==> config.mk <==
export PLATFORM = sky130hd
export DESIGN_NAME = dvid_ref_stepper
export DESIGN_NICKNAME = d
export VERILOG_FILES = /design/src/rtl/dvid_pkg.sv /design/src/rtl/dvid_qual.sv /design/src/rtl/dvid_ramp.sv /design/src/rtl/dvid_ref_stepper.sv
export SDC_FILE = /design/constraint.sdc
export NUM_CORES = 1
export LEC_CHECK = 0
export BUFFER_PORTS_ARGS = -buffer_cell sky130_fd_sc_hd__buf_2
export CORE_AREA = 2 2 55 57
export CTS_BUF_LIST = sky130_fd_sc_hd__clkbuf_4
export CTS_CLUSTER_DIAMETER = 50
export CTS_CLUSTER_SIZE = 12
export DETAILED_ROUTE_END_ITERATION = 8
export DIE_AREA = 0 0 57 59
export PLACE_DENSITY = 0.74
export SYNTH_ARGS = -nofsm -noshare
export SYNTH_HDL_FRONTEND = slang
export SYNTH_SLANG_ARGS = --single-unit
==> constraint.sdc <==
create_clock -name clk_i -period 2.7 [get_ports clk_i]
set_clock_uncertainty 0.05 [all_clocks]
set_input_delay 0.675 -clock clk_i [delete_from_list [all_inputs] [get_ports clk_i]]
set_output_delay 0.675 -clock clk_i [all_outputs]
set_load 0.05 [all_outputs]
==> src/rtl/dvid_pkg.sv <==
package dvid_pkg;
  localparam int unsigned VID_W = 5;
  localparam int unsigned TOP_IDX = (1 << VID_W) - 2;
  typedef logic [VID_W-1:0] vid_t;
  localparam vid_t SHDN_CODE = '1;

  function automatic vid_t code_to_idx(vid_t c);
    return vid_t'(TOP_IDX) - c;
  endfunction
endpackage

==> src/rtl/dvid_qual.sv <==
module dvid_qual
  import dvid_pkg::*;
(
  input  logic clk_i,
  input  logic rst_ni,
  input  logic load_i,
  input  logic tick_i,
  input  vid_t vid_i,
  output logic accept_o,
  output logic shdn_o
);
  vid_t seen_q, acc_q;

  // accept: same value at two consecutive taken strobes, differs from accepted
  assign accept_o = tick_i && (vid_i == seen_q) && (vid_i != acc_q);
  assign shdn_o   = (acc_q == SHDN_CODE);

  always_ff @(posedge clk_i or negedge rst_ni) begin
    if (!rst_ni) begin
      seen_q <= '0;
      acc_q  <= '0;
    end else if (load_i) begin
      seen_q <= vid_i;
      acc_q  <= vid_i;
    end else if (tick_i) begin
      seen_q <= vid_i;
      if (accept_o) acc_q <= vid_i;
    end
  end
endmodule

==> src/rtl/dvid_ramp.sv <==
module dvid_ramp #(
  parameter int unsigned IDX_W    = 5,
  parameter int unsigned STEP_DIV = 2
) (
  input  logic             clk_i,
  input  logic             rst_ni,
  input  logic             load_i,
  input  logic [IDX_W-1:0] load_idx_i,
  input  logic             tick_i,
  input  logic             retarget_i,
  input  logic [IDX_W-1:0] tgt_idx_i,
  output logic [IDX_W-1:0] ref_o,
  output logic             busy_o
);
  localparam int unsigned DIV_W = (STEP_DIV > 1) ? $clog2(STEP_DIV) : 1;
  localparam logic [DIV_W-1:0] DIV_LAST = DIV_W'(STEP_DIV - 1);

  logic [IDX_W-1:0] ref_q, tgt_q, ref_next;
  logic [DIV_W-1:0] div_q;
  logic             step_due;

  assign busy_o   = (ref_q != tgt_q);
  assign step_due = busy_o && (div_q == DIV_LAST);
  assign ref_next = (tgt_q > ref_q) ? ref_q + 1'b1 : ref_q - 1'b1;
  assign ref_o    = ref_q;

  always_ff @(posedge clk_i or negedge rst_ni) begin
    if (!rst_ni) begin
      ref_q <= '0;
      tgt_q <= '0;
      div_q <= '0;
    end else if (load_i) begin
      ref_q <= load_idx_i;
      tgt_q <= load_idx_i;
      div_q <= '0;
    end else if (tick_i) begin
      if (retarget_i) begin
        tgt_q <= tgt_idx_i;
        div_q <= '0;
      end else if (step_due) begin
        ref_q <= ref_next;
        div_q <= '0;
      end else if (busy_o) begin
        div_q <= div_q + 1'b1;
      end
    end
  end
endmodule

==> src/rtl/dvid_ref_stepper.sv <==
module dvid_ref_stepper
  import dvid_pkg::*;
#(
  parameter int unsigned STEP_DIV = 2
) (
  input  logic             clk_i,
  input  logic             rst_ni,
  input  logic             cyc_strobe_i,
  input  logic             en_i,
  input  logic [VID_W-1:0] vid_i,
  output logic [VID_W-1:0] ref_idx_o,
  output logic             busy_o,
  output logic             shdn_o
);
  logic init_q, tick, accept, retarget;
  vid_t load_idx, tgt_idx;

  always_ff @(posedge clk_i or negedge rst_ni) begin
    if (!rst_ni) init_q <= 1'b1;
    else         init_q <= 1'b0;
  end

  assign tick     = cyc_strobe_i && en_i && !init_q;
  assign tgt_idx  = code_to_idx(vid_i);
  assign load_idx = (vid_i == SHDN_CODE) ? '0 : tgt_idx;
  assign retarget = accept && (vid_i != SHDN_CODE);

  dvid_qual u_qual (
    .clk_i    (clk_i),
    .rst_ni   (rst_ni),
    .load_i   (init_q),
    .tick_i   (tick),
    .vid_i    (vid_i),
    .accept_o (accept),
    .shdn_o   (shdn_o)
  );

  dvid_ramp #(.IDX_W(VID_W), .STEP_DIV(STEP_DIV)) u_ramp (
    .clk_i      (clk_i),
    .rst_ni     (rst_ni),
    .load_i     (init_q),
    .load_idx_i (load_idx),
    .tick_i     (tick),
    .retarget_i (retarget),
    .tgt_idx_i  (tgt_idx),
    .ref_o      (ref_idx_o),
    .busy_o     (busy_o)
  );
endmodule

==> results.yml, run 1 <==
global_route:
  grt_pass1_vias: 1053
  track_usage: 0.179
  antenna_found_initial: 0
  grt_overflow: 0
  grt_max_degree: 23
  grt_pass1_wl_um: 4650
worst_setup_path:
  crit_arrival_ns: 2.77
  startpoint: "u_ramp.ref_o[1]"
  timing.rr.start: "u_ramp.ref_o[1]"
  worstPathRequired_ns: 2.87
  start_kind: "flip-flop"
  cp-end-kind: "flip-flop"
  timing_worst_setup_path_type: "flip-flop to flip-flop"
  critPathMaxFanout: 4
yosys:
  netlist_area_mm2: 0.00141
  ys_ff_latch: 22
  synth_cells: 130
  synth_fp_nets: 149
  yosys.cell_types.count: 42
  synth.avg_cell_area_um2: 10.9
  yosysWarnings: 0
  ys_seq_area_frac: 0.391
  synth_area_leaders: "dfrtp_1 37%, ha_1 8.0%, mux2_2 8.0%, xor2_1 6.8%, xnor2_1 3.7%"
  synth_top_area_cell: "dfrtp_1"
  synth_top_area_share: 0.372
routing:
  drtAntennaViolNets: 0
  via_count: 1012
  viasPerCell: 5.65
  drt_iter0_markers: 38
  wl_per_cell_um: 15.2
  drt_pass1_iterations: 4
  drc: 0
  wirelength_um: 2730
timing:
  setup_viol: 0
  timing.final.crit_period_ns: 2.59
  worst_slew_pin_slew_ns: 0.611
  final-max-slew-violation-count: 0
  hold_viol_final: 0
  finalCritPeriodShare: 0.960
  fmax_mhz: 386
  holdWs_ns: 0.247
  slew_headroom: 0.593
power_and_ir_drop:
  leakagePower_nw: 0.721
  finalPower_w: 0.00165
  power_density_mw_per_mm2: 999
  ir_drop_mv: 1.04
floorplanning:
  start_util: 0.521
  die_area_mm2: 0.00336
  dieHeight_um: 59
  die_w_um: 57
  rows: 19
  io_pins: 16
  coreArea_mm2: 0.00271
clock_tree:
  root_buffer: "clkbuf_4"
  clock_path_buffers: 2
  cts_tree: "done"
  holdBufCountCts: 0
  clock_sinks: 22
  cts_buffers: 3
  cts.clk_slew.worst_paths_ns: 0.13
  clk_latency_ns: 0.32
  h-tree-depth: 1
layout:
  fin_nets: 168
  area_growth_pct: 17.3
  final_util: 0.611
  antenna_cells: 0
  drive_above_1_share: 0.419
  final_area_mm2: 0.00166
  layout.cells.non_filler: 179
  register_area_um2: 557
  fillers: 224
  multi_input_area_um2: 872
place:
  dpl.cell_count: 174
  postPlaceCellArea_mm2: 0.00155
  gp_congestion: 0.831
  port_buffers: 15
  place_hpwl_um: 2100
hold_path:
  hold_class: "primary input to async pin"
status:
  outcome: "completed"
flow_run:
  maxCapViolCount: 0
## final timing paths
check,slack [ns],endpoint,cells after the start
max in group asynchronous,1.98,u_ramp.ref_o[3],1
worst min register to register,0.47,u_ramp.tgt_q[1],1
min in group clk_i,0.47,u_ramp.tgt_q[1],1
worst max-delay path,0.11,u_ramp.ref_o[4],12
worst min-delay path,0.25,u_ramp.ref_o[0],1
worst max register to register,0.11,u_ramp.ref_o[4],12
## sequential cells by signal (all words and copies together), names as in the netlist
name           count
init_q             1
u_qual.acc_q       5
u_qual.seen_q      5
u_ramp.div_q       1
u_ramp.ref_o       5
u_ramp.tgt_q       5
## repair_timing
| item | CTS | global route |
|---|---|---|
| endpoints found under the setup margin | 0 | 2 |
| setup buffers | 0 | 1 |
| resized for setup | 0 | 10 |
## power breakdown
part / internal, W / switching [W]
logic: 0.000406 / 0.000535
clock network: 0.000150 / 0.000105
registers: 0.000397 / 0.0000616
total: 0.000953 / 0.000701
## metrics by stage
step / setup TNS (ns) / setup WS, ns
2_1_floorplan: 0 / 0.0115
3_3_place_gp: 0 / 0.0791
3_5_place_dp: 0 / 0.0290
4_1_cts: 0 / 0.00274
5_1_grt: -0.000633 / -0.000633
6_report: 0 / 0.108
## logic make-up (layout without fill, tap and decap cells)
kind of cell	Yosys count	after routing	share of synthesized area
compound gates	29	29	0.168
buf+inv	15	33	0.0514
other cells	1	1	0.00266
flops	22	22	0.391
xor+xnor	17	17	0.105
fa+ha+maj	10	10	0.0940
simple gates	25	25	0.101
mux	11	11	0.0869
## placed cells by master, fill, tap and decap left out, types with 3 or more instances in the layout
cell type   n
dfrtp_1    17
buf_2      15
xor2_1     11
mux2_2     10
inv_1       7
nand2_1     7
xnor2_1     6
ha_1        6
inv_2       5
nor2_1      5
a21oi_1     4
a21oi_2     4
dfrtp_2     4
nand3_1     3
ha_4        3
clkbuf_4    3
## critical path, stage by stage, from the launching register on
cell,delay (ns)
dfrtp_2,0.42
inv_2,0.06
ha_1,0.28
and4_4,0.27
a21oi_2,0.09
a21boi_4,0.21
inv_2,0.09
ha_4,0.23
a21o_1,0.19
a21oi_2,0.15
xnor2_1,0.14
xnor2_1,0.11
a31o_1,0.22
## synth_stat cells
master	count
a31oi_1	2
or3_1	1
ha_1	9
o22ai_1	1
nand3b_1	1
and4_1	1
dfrtp_1	21
mux2i_1	1
nand4_1	1
nand2_1	8
and3_4	1
o21ai_2	1
nor4_2	1
a21oi_1	7
nand3_2	1
fa_1	1
buf_2	1
mux2_2	10
a31o_1	1
nor2b_1	1
o21ai_0	4
nor2_1	5
xnor2_1	6
a31oi_4	1
a21o_4	1
inv_2	1
a22o_1	1
nor3_2	1
buf_6	2
a41oi_1	1
a21boi_0	1
o221ai_2	1
nand3_1	3
a21o_1	2
a32o_1	2
a21oi_2	1
xor2_1	11
o2bb2ai_1	1
a21oi_4	1
conb_1	1
inv_1	11
dfstp_2	1
## per-layer routing
layer  global-route usage  vias to the layer above  wire (um)
li1                     -                      491          -
met5                    0                        -          0
met1                0.220                      499       1190
met3               0.0284                        6         73
met4               0.0731                        0         48
met2                0.317                       16       1420
## cell type report
| cell class | instances | area share |
|---|---|---|
| tap | 31 | 0.0234 |
| sequential | 22 | 0.336 |
| inverter | 12 | 0.0272 |
| timing repair buffer | 17 | 0.0544 |
| multi-input combinational | 93 | 0.527 |
| clock buffer | 3 | 0.0136 |
| clock inverter | 1 | 0.0181 |
(Power assumes the default switching activity.)
==> run 2, diff against run 1 <==
PLACE_DENSITY = 0.71   (was 0.74)
clock period = 2.4 ns   (was 2.7 ns; I/O delays follow)
==> run 2 against run 1 <==
- the flow now finishes with violations (setup timing)
- sequential share of layout area decreased by 2.1 points
- utilization increased by 4.2 points
- combinational power increased by 39%
- hold slack got worse by 0.068 ns
- critical path depth decreased by 1
- critical path type unchanged
- fmax increased by 5.1%
- via count increased by 3.9%
- first-iteration DRC count decreased by 29%
- routed wire length increased by 8.8%
- largest power group unchanged
==> results.yml, run 2 (same netlist as run 1, synthesis figures left out) <==
power_and_ir_drop:
  cellInternalPower_w: 0.00113
  seq_power_share: 0.252
  ir_drop_mv: 1.17
  p_sw_frac: 0.432
  p_sw_w: 0.000863
  clockPowerShare: 0.090
  power_density_mw_per_mm2: 1130
  p_comb_frac: 0.658
  leakagePower_nw: 0.765
  finalPower_w: 0.00200
place:
  port_buffers: 15
  place_hpwl_um: 2260
  dp_slack_ns: -0.0784
  gp_congestion: 0.810
  dpl.cell_count: 184
routing:
  wl_per_cell_um: 15.7
  drc: 0
  via_count: 1051
  drt_pass1_iterations: 4
  viasPerCell: 5.56
  wirelength_um: 2970
  drt_iter0_markers: 27
  drtAntennaViolNets: 0
timing:
  rsz0062_at_grt: "yes"
  finalCritPeriodShare: 1.03
  slew_headroom: 0.634
  fin_ws_ns: -0.0654
  timing.final.crit_period_ns: 2.47
  fmax_mhz: 406
  setup_viol: 2
  fin_tns_setup_ns: -0.105
  final-max-slew-violation-count: 0
  worst_slew_pin_slew_ns: 0.549
  hold_viol_final: 0
layout:
  fillers: 220
  final_common_cell: "dfrtp_1"
  final_cell_mix: "16 x dfrtp_1, 15 x buf_2, 12 x buf_4"
  final_util: 0.653
  register_area_um2: 558
  antenna_cells: 0
  fin_nets: 178
  layout.cells.non_filler: 189
  multi_input_area_um2: 936
  drive_above_1_share: 0.500
  area_growth_pct: 25.4
clock_tree:
  clock_sinks: 22
  cts_buffers: 3
  clock_path_buffers: 2
  cts.clk_slew.worst_paths_ns: 0.13
  root_buffer: "clkbuf_4"
  holdBufCountCts: 0
  clk_latency_ns: 0.32
  cts_tree: "done"
  h-tree-depth: 1
global_route:
  antenna_found_initial: 0
  grt_max_degree: 23
  track_usage: 0.208
  grt_overflow: 0
  grt_pass1_vias: 1103
  grt_pass1_wl_um: 5260
hold_path:
  hold_class: "primary input to async pin"
worst_setup_path:
  critPathMaxFanout: 3
  startpoint: "u_ramp.tgt_q[3]"
  timing.rr.start: "u_ramp.tgt_q[3]"
  start_kind: "flip-flop"
  worstPathRequired_ns: 2.57
  crit_arrival_ns: 2.64
  cp-end-kind: "flip-flop"
  timing_worst_setup_path_type: "flip-flop to flip-flop"
floorplanning:
  die_w_um: 57
  dieHeight_um: 59
  rows: 19
  io_pins: 16
  start_util: 0.521
  die_area_mm2: 0.00336
  coreArea_mm2: 0.00271
flow_run:
  maxCapViolCount: 0
status:
  outcome: "complete, but fails checks"
  violations: "setup timing"
run 2: cell type report:
class	count	area share
inverters	12	0.0255
well taps	31	0.0219
repair buffers	27	0.0934
clock buffers	3	0.0127
multi-input cells	93	0.529
clock inverters	1	0.00212
flip-flops and latches	22	0.315
run 2: repair_timing:
| action | in CTS | in global routing |
|---|---|---|
| setup buffers | 1 | 0 |
| pin swaps | 11 | 7 |
| resized for setup | 1 | 6 |
| setup endpoints to repair | 2 | 3 |
run 2: path summary, 6_finish.rpt:
check / cells after the start / endpoint / slack (ns)
worst max-delay path: 11 / u_ramp.ref_o[4] / -0.07
worst min register to register: 1 / u_qual.seen_q[4] / 0.49
worst min-delay path: 1 / u_qual.seen_q[3] / 0.18
min in group clk_i: 1 / u_qual.seen_q[4] / 0.49
max in group asynchronous: 1 / u_ramp.ref_o[1] / 1.76
worst max register to register: 11 / u_ramp.ref_o[4] / -0.07
run 2: critical path, cell delays in order, from the launching register on:
cell and delay [ns]:
dfrtp_1 0.45, ha_4 0.28, and4_4 0.30, a21oi_4 0.08, a21boi_4 0.18, inv_2 0.10
ha_4 0.22, a21o_1 0.16, a21oi_2 0.16, xnor2_2 0.13, xnor2_1 0.08, a31o_1 0.17
run 2: metrics by stage:
step	area [um2]	hold WS, ns
2_1_floorplan	1520	0.254
3_3_place_gp	1690	0.458
3_5_place_dp	1690	0.464
4_1_cts	1730	0.190
5_1_grt	1770	0.213
6_report	1770	0.179
run 2: power groups by stage:
stage	Sequential [W]	Combinational (W)	Clock, W
final	0.000503	0.00131	0.000179
after detailed placement	0.000509	0.00119	0
after CTS	0.000503	0.00122	0.000184
after global placement	0.000506	0.00116	0
after global routing	0.000514	0.00144	0.000199
after floorplan	0.000642	0.000727	0
run 2: per-layer routing:
layer  wire length (um)  share of wire  up-vias  track usage
met3                 65          0.022        6       0.0262
met2               1450           0.49       15        0.330
met5                  0              0        -            0
met4                 52          0.018        0       0.0897
met1               1400           0.47      516        0.289
li1                   -              -      514            -
